**src/rtl/rxcs_pkg.sv**
```systemverilog
package rxcs_pkg;
  localparam int LEN_W   = 14;  // frame length field width
  localparam int OFS_W   = 7;   // start offset width (half-words)
  localparam int BYTE_W  = 8;
  localparam int SUM_W   = 2 * BYTE_W;
  localparam int WORD_W  = 32;
  localparam int LEN_LSB = SUM_W;
  localparam int OVF_BIT = LEN_LSB + LEN_W;
  localparam int OWN_BIT = OVF_BIT + 1;

  typedef struct packed {
    logic             clear;    // first byte of a frame accepted
    logic             takeHi;   // store byte as high half of a pair
    logic             addPair;  // add {hi, byte}
    logic             addTail;  // add {byte, 0}
    logic             finish;   // last byte accepted
    logic             ovf;      // overflow seen in this frame so far
    logic [LEN_W-1:0] len;      // byte count including this byte
  } ctl_t;
endpackage

```
**src/rtl/rxcs_ctrl.sv**
```systemverilog
module rxcs_ctrl
  import rxcs_pkg::*;
(
  input  logic             clk,
  input  logic             rstN,
  input  logic             inValid,
  input  logic             inLast,
  input  logic             ovfIn,
  input  logic [OFS_W-1:0] cfgStart,
  output ctl_t             ctl
);
  logic             inFrame;
  logic [LEN_W-1:0] byteCnt;
  logic [OFS_W-1:0] startLat;
  logic             ovfSticky;

  logic             firstByte;
  logic [OFS_W-1:0] curStart;
  logic [LEN_W-1:0] startByte;
  logic             inWindow;
  logic             evenPos;
  logic             ovfNext;

  always_comb begin
    firstByte = !inFrame;
    curStart  = firstByte ? cfgStart : startLat;
    startByte = LEN_W'({curStart, 1'b0});
    inWindow  = byteCnt >= startByte;
    evenPos   = !byteCnt[0];
    ovfNext   = (firstByte ? 1'b0 : ovfSticky) | ovfIn;

    ctl.clear   = inValid && firstByte;
    ctl.takeHi  = inValid && evenPos;
    ctl.addPair = inValid && !evenPos && inWindow;
    ctl.addTail = inValid && evenPos && inLast && inWindow;
    ctl.finish  = inValid && inLast;
    ctl.ovf     = ovfNext;
    ctl.len     = byteCnt + LEN_W'(1);
  end

  always_ff @(posedge clk) begin
    if (!rstN) begin
      inFrame   <= 1'b0;
      byteCnt   <= '0;
      startLat  <= '0;
      ovfSticky <= 1'b0;
    end else if (inValid) begin
      if (inLast) begin
        inFrame   <= 1'b0;
        byteCnt   <= '0;
        ovfSticky <= 1'b0;
      end else begin
        inFrame   <= 1'b1;
        byteCnt   <= byteCnt + LEN_W'(1);
        ovfSticky <= ovfNext;
        if (firstByte) startLat <= cfgStart;
      end
    end
  end
endmodule

```
**src/rtl/rxcs_datapath.sv**
```systemverilog
module rxcs_datapath
  import rxcs_pkg::*;
(
  input  logic              clk,
  input  logic              rstN,
  input  logic [BYTE_W-1:0] inData,
  input  ctl_t              ctl,
  output logic [WORD_W-1:0] descWord,
  output logic              descWe
);
  logic [BYTE_W-1:0] hiByte;
  logic [SUM_W-1:0]  sumAcc;
  logic [SUM_W-1:0]  sumBase;
  logic [SUM_W-1:0]  addend;
  logic [SUM_W:0]    rawSum;
  logic [SUM_W-1:0]  foldSum;

  always_comb begin
    sumBase = ctl.clear ? '0 : sumAcc;
    if (ctl.addPair)      addend = {hiByte, inData};
    else if (ctl.addTail) addend = {inData, {BYTE_W{1'b0}}};
    else                  addend = '0;
    rawSum  = {1'b0, sumBase} + {1'b0, addend};
    // one end-around fold suffices: rawSum <= 2*(2^16-1)
    foldSum = rawSum[SUM_W-1:0] + {{(SUM_W-1){1'b0}}, rawSum[SUM_W]};
  end

  always_ff @(posedge clk) begin
    if (!rstN) begin
      hiByte   <= '0;
      sumAcc   <= '0;
      descWord <= '0;
      descWe   <= 1'b0;
    end else begin
      if (ctl.takeHi) hiByte <= inData;
      if (ctl.clear || ctl.addPair || ctl.addTail) sumAcc <= foldSum;
      descWe <= ctl.finish;
      if (ctl.finish) begin
        descWord[OWN_BIT]               <= 1'b0;
        descWord[OVF_BIT]               <= ctl.ovf;
        descWord[OVF_BIT-1:LEN_LSB]     <= ctl.len;
        descWord[SUM_W-1:0]             <= ~foldSum;
      end
    end
  end
endmodule

```
**src/rtl/rx_partial_csum.sv**
```systemverilog
module rx_partial_csum
  import rxcs_pkg::*;
(
  input  logic              clk,
  input  logic              rstN,
  input  logic              inValid,
  input  logic [BYTE_W-1:0] inData,
  input  logic              inLast,
  input  logic              ovfIn,
  input  logic [OFS_W-1:0]  cfgStart,
  output logic [WORD_W-1:0] descWord,
  output logic              descWe
);
  ctl_t ctl;

  rxcs_ctrl u_ctrl (
    .clk      (clk),
    .rstN     (rstN),
    .inValid  (inValid),
    .inLast   (inLast),
    .ovfIn    (ovfIn),
    .cfgStart (cfgStart),
    .ctl      (ctl)
  );

  rxcs_datapath u_dp (
    .clk      (clk),
    .rstN     (rstN),
    .inData   (inData),
    .ctl      (ctl),
    .descWord (descWord),
    .descWe   (descWe)
  );
endmodule

```
**config.mk**
```make
export PLATFORM = sky130hd
export DESIGN_NAME = rx_partial_csum
export DESIGN_NICKNAME = d
export VERILOG_FILES = /design/src/rtl/rxcs_pkg.sv /design/src/rtl/rxcs_ctrl.sv /design/src/rtl/rxcs_datapath.sv /design/src/rtl/rx_partial_csum.sv
export SDC_FILE = /design/constraint.sdc
export NUM_CORES = 1
export LEC_CHECK = 0
export ABC_AREA = 1
export BUFFER_PORTS_ARGS = -buffer_cell sky130_fd_sc_hd__clkbuf_2
export CORE_ASPECT_RATIO = 1.2
export CORE_MARGIN = 2
export CORE_UTILIZATION = 50
export CTS_BUF_LIST = sky130_fd_sc_hd__clkbuf_4
export DETAILED_ROUTE_END_ITERATION = 10
export PLACE_DENSITY = 0.72
export SYNTH_ARGS = -nofsm -noshare
export SYNTH_HDL_FRONTEND = slang
export SYNTH_SLANG_ARGS = --single-unit
export TNS_END_PERCENT = 20
```
**constraint.sdc**
```tcl
create_clock -name clk -period 4.35 [get_ports clk]
set_input_delay 0.435 -clock clk [delete_from_list [all_inputs] [get_ports clk]]
set_output_delay 0.435 -clock clk [all_outputs]
set_load 0.005 [all_outputs]
```
==> summary.md <==
| Metric | Value |
|---|---|
| Status | finished, violations left |
| Violated checks | setup timing |
| CP delay by family, top | simple AND/OR/NAND/NOR gates |
| Hold path depth | 3 |
| Post-layout instance count excluding filler cells | 939 |
| Die X | 94.2 um |
| Final Wtd Congestion | 0.906 |
| Slowest stage cell, crit path | dfxtp_4 |
| Number of instances in the synthesized netlist | 717 |
| Clk pin slew, worst setup/hold paths | 0.13 ns |
| Starting density of the core | 51.3% |
| IR drop worst, VDD | 0.244 mV |
| Number of antenna repair diodes | 0 |
| Cell accounting for the most synthesized area | dfxtp_1 |
| Dpl hpwl | 10400 um |
| Clk root buf | clkbuf_4 |
| Signal arrival time at the worst endpoint | 4.75 ns |
| Startpoint type of the worst setup path | flop |
| Mean Syn Cell Area | 6.81 um^2 |
| Synth Register Bits | 79 |
| Post-detailed-routing wire length | 13800 um |
| Number of hold buffers added after cts | 0 |
| Worst Hold Class | input pin to flop |
| Number of search-and-repair iterations in the first detailed-routing pass | 6 |
| Cell types with the largest area share after synthesis | dfxtp_1 (32%), nand2_1 (13%), inv_1 (8.2%) |
| Remaining max-slew budget at the tightest pin | 42.2% |
| Kind of critical path | flop to flop |
| Area of combinational cells with multiple inputs | 2980 um^2 |
| Static leakage | 2.92 nW |
| Antenna Nets Post-Route | 0 |
| Buffers and inverters on the worst path | 4 |
| Unrepaired setup endpoints after global routing | yes |
| Critical register-to-register path endpoint | u_dp.descWord[12] |
| Initial detailed-routing violation count | 268 |
| Final count of pins violating max slew | 0 |
| Largest buffer count on any clock path | 2 |
| Worst-case register-to-register setup slack | -0.05 ns |
| Global-route wire length before repair | 22100 um |
| Fmax | 227 MHz |
| Site Rows | 39 |
| Depth of the CTS H-tree | 3 |
| Ratio of cells with drive above 1 in the final layout | 26.5% |
| IO Port Bufs | 51 |
| Standard cell core area | 9520 um^2 |
| Final hold viol count | 0 |
| Final period utilization | 101% |
| Largest stage delay on the critical path | 0.43 ns |
| Area fraction of the dominant cell type after synthesis | 32.4% |
| Setup slack of the critical path after layout | -0.0484 ns |
| Total of endpoints with negative setup slack in the final report | 7 |
| Total negative slack for setup checks | -0.154 ns |
| Sink count of the clock tree | 79 |
| Worst endpoint required time | 4.70 ns |
| Pre-CTS worst setup slack | -0.318 ns |
| Syn_nets | 764 |
| Maximum fanout encountered on the critical timing path | 8 |
| Setup Skew | 0.0134 ns |
| Die Ht | 112 um |
| Worst reg2reg path startpoint | u_ctrl.inFrame |
| Fill count | 869 |
| Total track usage | 26.5% |
| Number of placed instances, taps included | 912 |
| Depth of the worst register-to-register path | 32 |
| Final Power | 1.57 mW |
| Overall via count from detail_route | 4824 |
| Capture endpoint of the worst hold path | u_dp.hiByte[7] |
| Ys Warns | 0 |
| Largest net degree at the start of global routing | 28 |
| Synthesized cell area | 4880 um^2 |
| Kind of capture point of the worst setup path | flop |
| Routed length per placed instance | 14.7 um |
| Detailed-route DRC error count | 0 |
| Final Util | 63.0% |
| P&R area growth vs syn | 22.8% |
| Vias per std cell | 5.14 |
| Ports | 53 |
| Number of distinct standard cells referenced by the synthesized netlist | 41 |
| Flip-flop and latch area | 1590 um^2 |
| Post-synthesis sequential area ratio | 32.4% |
| Number of antenna violations at the first check in global routing | 0 |
| Overflow left after global routing | 0 |
| Measured slew at the worst slew-check pin | 0.863 ns |
| TritonCTS clock tree | done |
| Via count of the first global-routing pass | 4713 |
| Power density of the placed cells | 262 nW/um^2 |
| Worst min-delay path startpoint | inData[7] |
| Clock latency on the worst-skew pair | 0.44 ns |
| Maximum capacitance violations | 0 |
| Final Net Count | 858 |
| Cts bufs inserted | 9 |
| Die Area | 10600 um^2 |
| Time the worst path needs with I/O delays and setup | 4.40 ns |
## cell families (layout without fill, tap and decap cells)
kind of cell               count (synthesis)  count (layout)  share of synthesized area (%)
and+or+nand+nor                          334             334                           31.9
buffers and inverters                    136             235                           10.9
AOI/OAI and AO/OA                        118             118                           13.6
DFF                                       79              79                           32.4
adders and majority gates                 27              27                           7.08
xor gates and xnor gates                  16              16                           2.87
muxes                                      6               6                           1.23
other                                      1               1                         0.0768
## repair_timing
action	in CTS	in global routing
endpoints found under the setup margin	27	28
pin swaps	13	24
gates resized for setup	28	30
setup buffers	6	5
## layout make-up
cell class	count	share of cell area [%]
clock buffer	10	1.25
clock inverter	6	1.82
inverter	116	7.31
multi-input combinational	502	49.8
sequential	79	26.4
tap	123	2.57
timing repair buffer	103	10.8
## metal layers
metal  GRT usage [%]  wire length, um
met1            31.4             5700
met2            47.8             7160
met3            3.56              510
met4            10.6              408
met5               0                0
## worst register-to-register path, delay by kind of cell (launching register included)
family	cells	cell delay [ns]
and+or+nand+nor	20	2.02
DFF	1	0.43
muxes	1	0.19
adders and majority gates	5	1.19
buffers and inverters	4	0.29
AOI/OAI and AO/OA	2	0.22
## flip-flops by register name (all words and copies together) (netlist names)
signal	count
u_ctrl.byteCnt	14
u_ctrl.inFrame	1
u_ctrl.ovfSticky	1
u_ctrl.startLat	7
u_dp.descWe	1
u_dp.descWord	31
u_dp.hiByte	8
u_dp.sumAcc	16
## how the worst max path moves through the flow
stage / start / endpoint / slack (ns) / cells past startpoint
5_1_grt: u_ctrl.inFrame / u_dp.descWord[12] / -0.36 / 33
6_report: u_ctrl.inFrame / u_dp.descWord[12] / -0.05 / 32
3_3_place_gp: u_ctrl.inFrame / u_dp.sumAcc[10] / -0.16 / 30
3_5_place_dp: u_ctrl.inFrame / u_dp.sumAcc[10] / -0.32 / 30
4_1_cts: u_ctrl.inFrame / u_dp.sumAcc[10] / -0.001 / 28
2_1_floorplan: u_ctrl.inFrame / u_dp.sumAcc[10] / 0.21 / 29
## synth_stat cells
cell,count
nand2_1,175
inv_1,107
dfxtp_1,79
nor2_1,57
a21oi_1,49
o21ai_0,45
nand3_1,38
ha_1,26
nand2_2,21
clkbuf_1,14
xor2_1,13
a22o_1,9
inv_2,9
nand4_1,8
nand3_2,7
mux2i_1,6
nor2_2,6
nor2_4,6
a32o_1,4
nor3_1,4
buf_4,3
o21ai_1,3
xnor2_1,3
a211oi_1,2
buf_2,2
nand2_4,2
nor4_1,2
o21a_1,2
o22ai_1,2
or2_2,2
a2bb2oi_1,1
and2_1,1
buf_6,1
conb_1,1
fa_1,1
nand3_4,1
nand3b_1,1
nand3b_4,1
nor4_2,1
o21bai_1,1
or2_1,1
## per-stage QoR
stage / instance area [um^2] / hold WS [ns]
after CTS: 5840 / 0.261
final: 5990 / 0.267
after floorplan: 4880 / 0.431
after global routing: 5990 / 0.248
after global placement: 5500 / 0.443
after detailed placement: 5500 / 0.440
## where the power goes
part	leakage [nW]	switching [mW]	internal (mW)	total [mW]
combinational	2.18	0.143	0.0934	0.236
clock	0.0903	0.254	0.295	0.549
sequential	0.647	0.0240	0.759	0.783
total	2.92	0.421	1.15	1.57
## layout by cell type, fill, tap and decap left out, types with 2 or more instances in the layout
cell type / count
a22o_1: 9
inv_2: 12
nor3_1: 4
nand4_1: 8
xor2_1: 12
clkbuf_2: 51
xnor2_1: 2
nor2_4: 7
nand2_2: 29
ha_1: 19
o21ai_2: 2
buf_4: 51
a21oi_2: 2
o21ai_0: 38
dfxtp_1: 78
o21ai_1: 8
ha_4: 6
nand3_1: 37
a21oi_1: 47
inv_1: 103
nand2_1: 167
nor2_2: 13
a211oi_1: 2
clkbuf_4: 10
nor4_1: 2
o21a_1: 2
nand2_4: 2
nor2_1: 49
bufinv_16: 3
or2_2: 2
o22ai_1: 2
a32o_1: 4
mux2i_4: 4
clkinvlp_4: 2
nand3_2: 8
(Power assumes the default switching activity.)
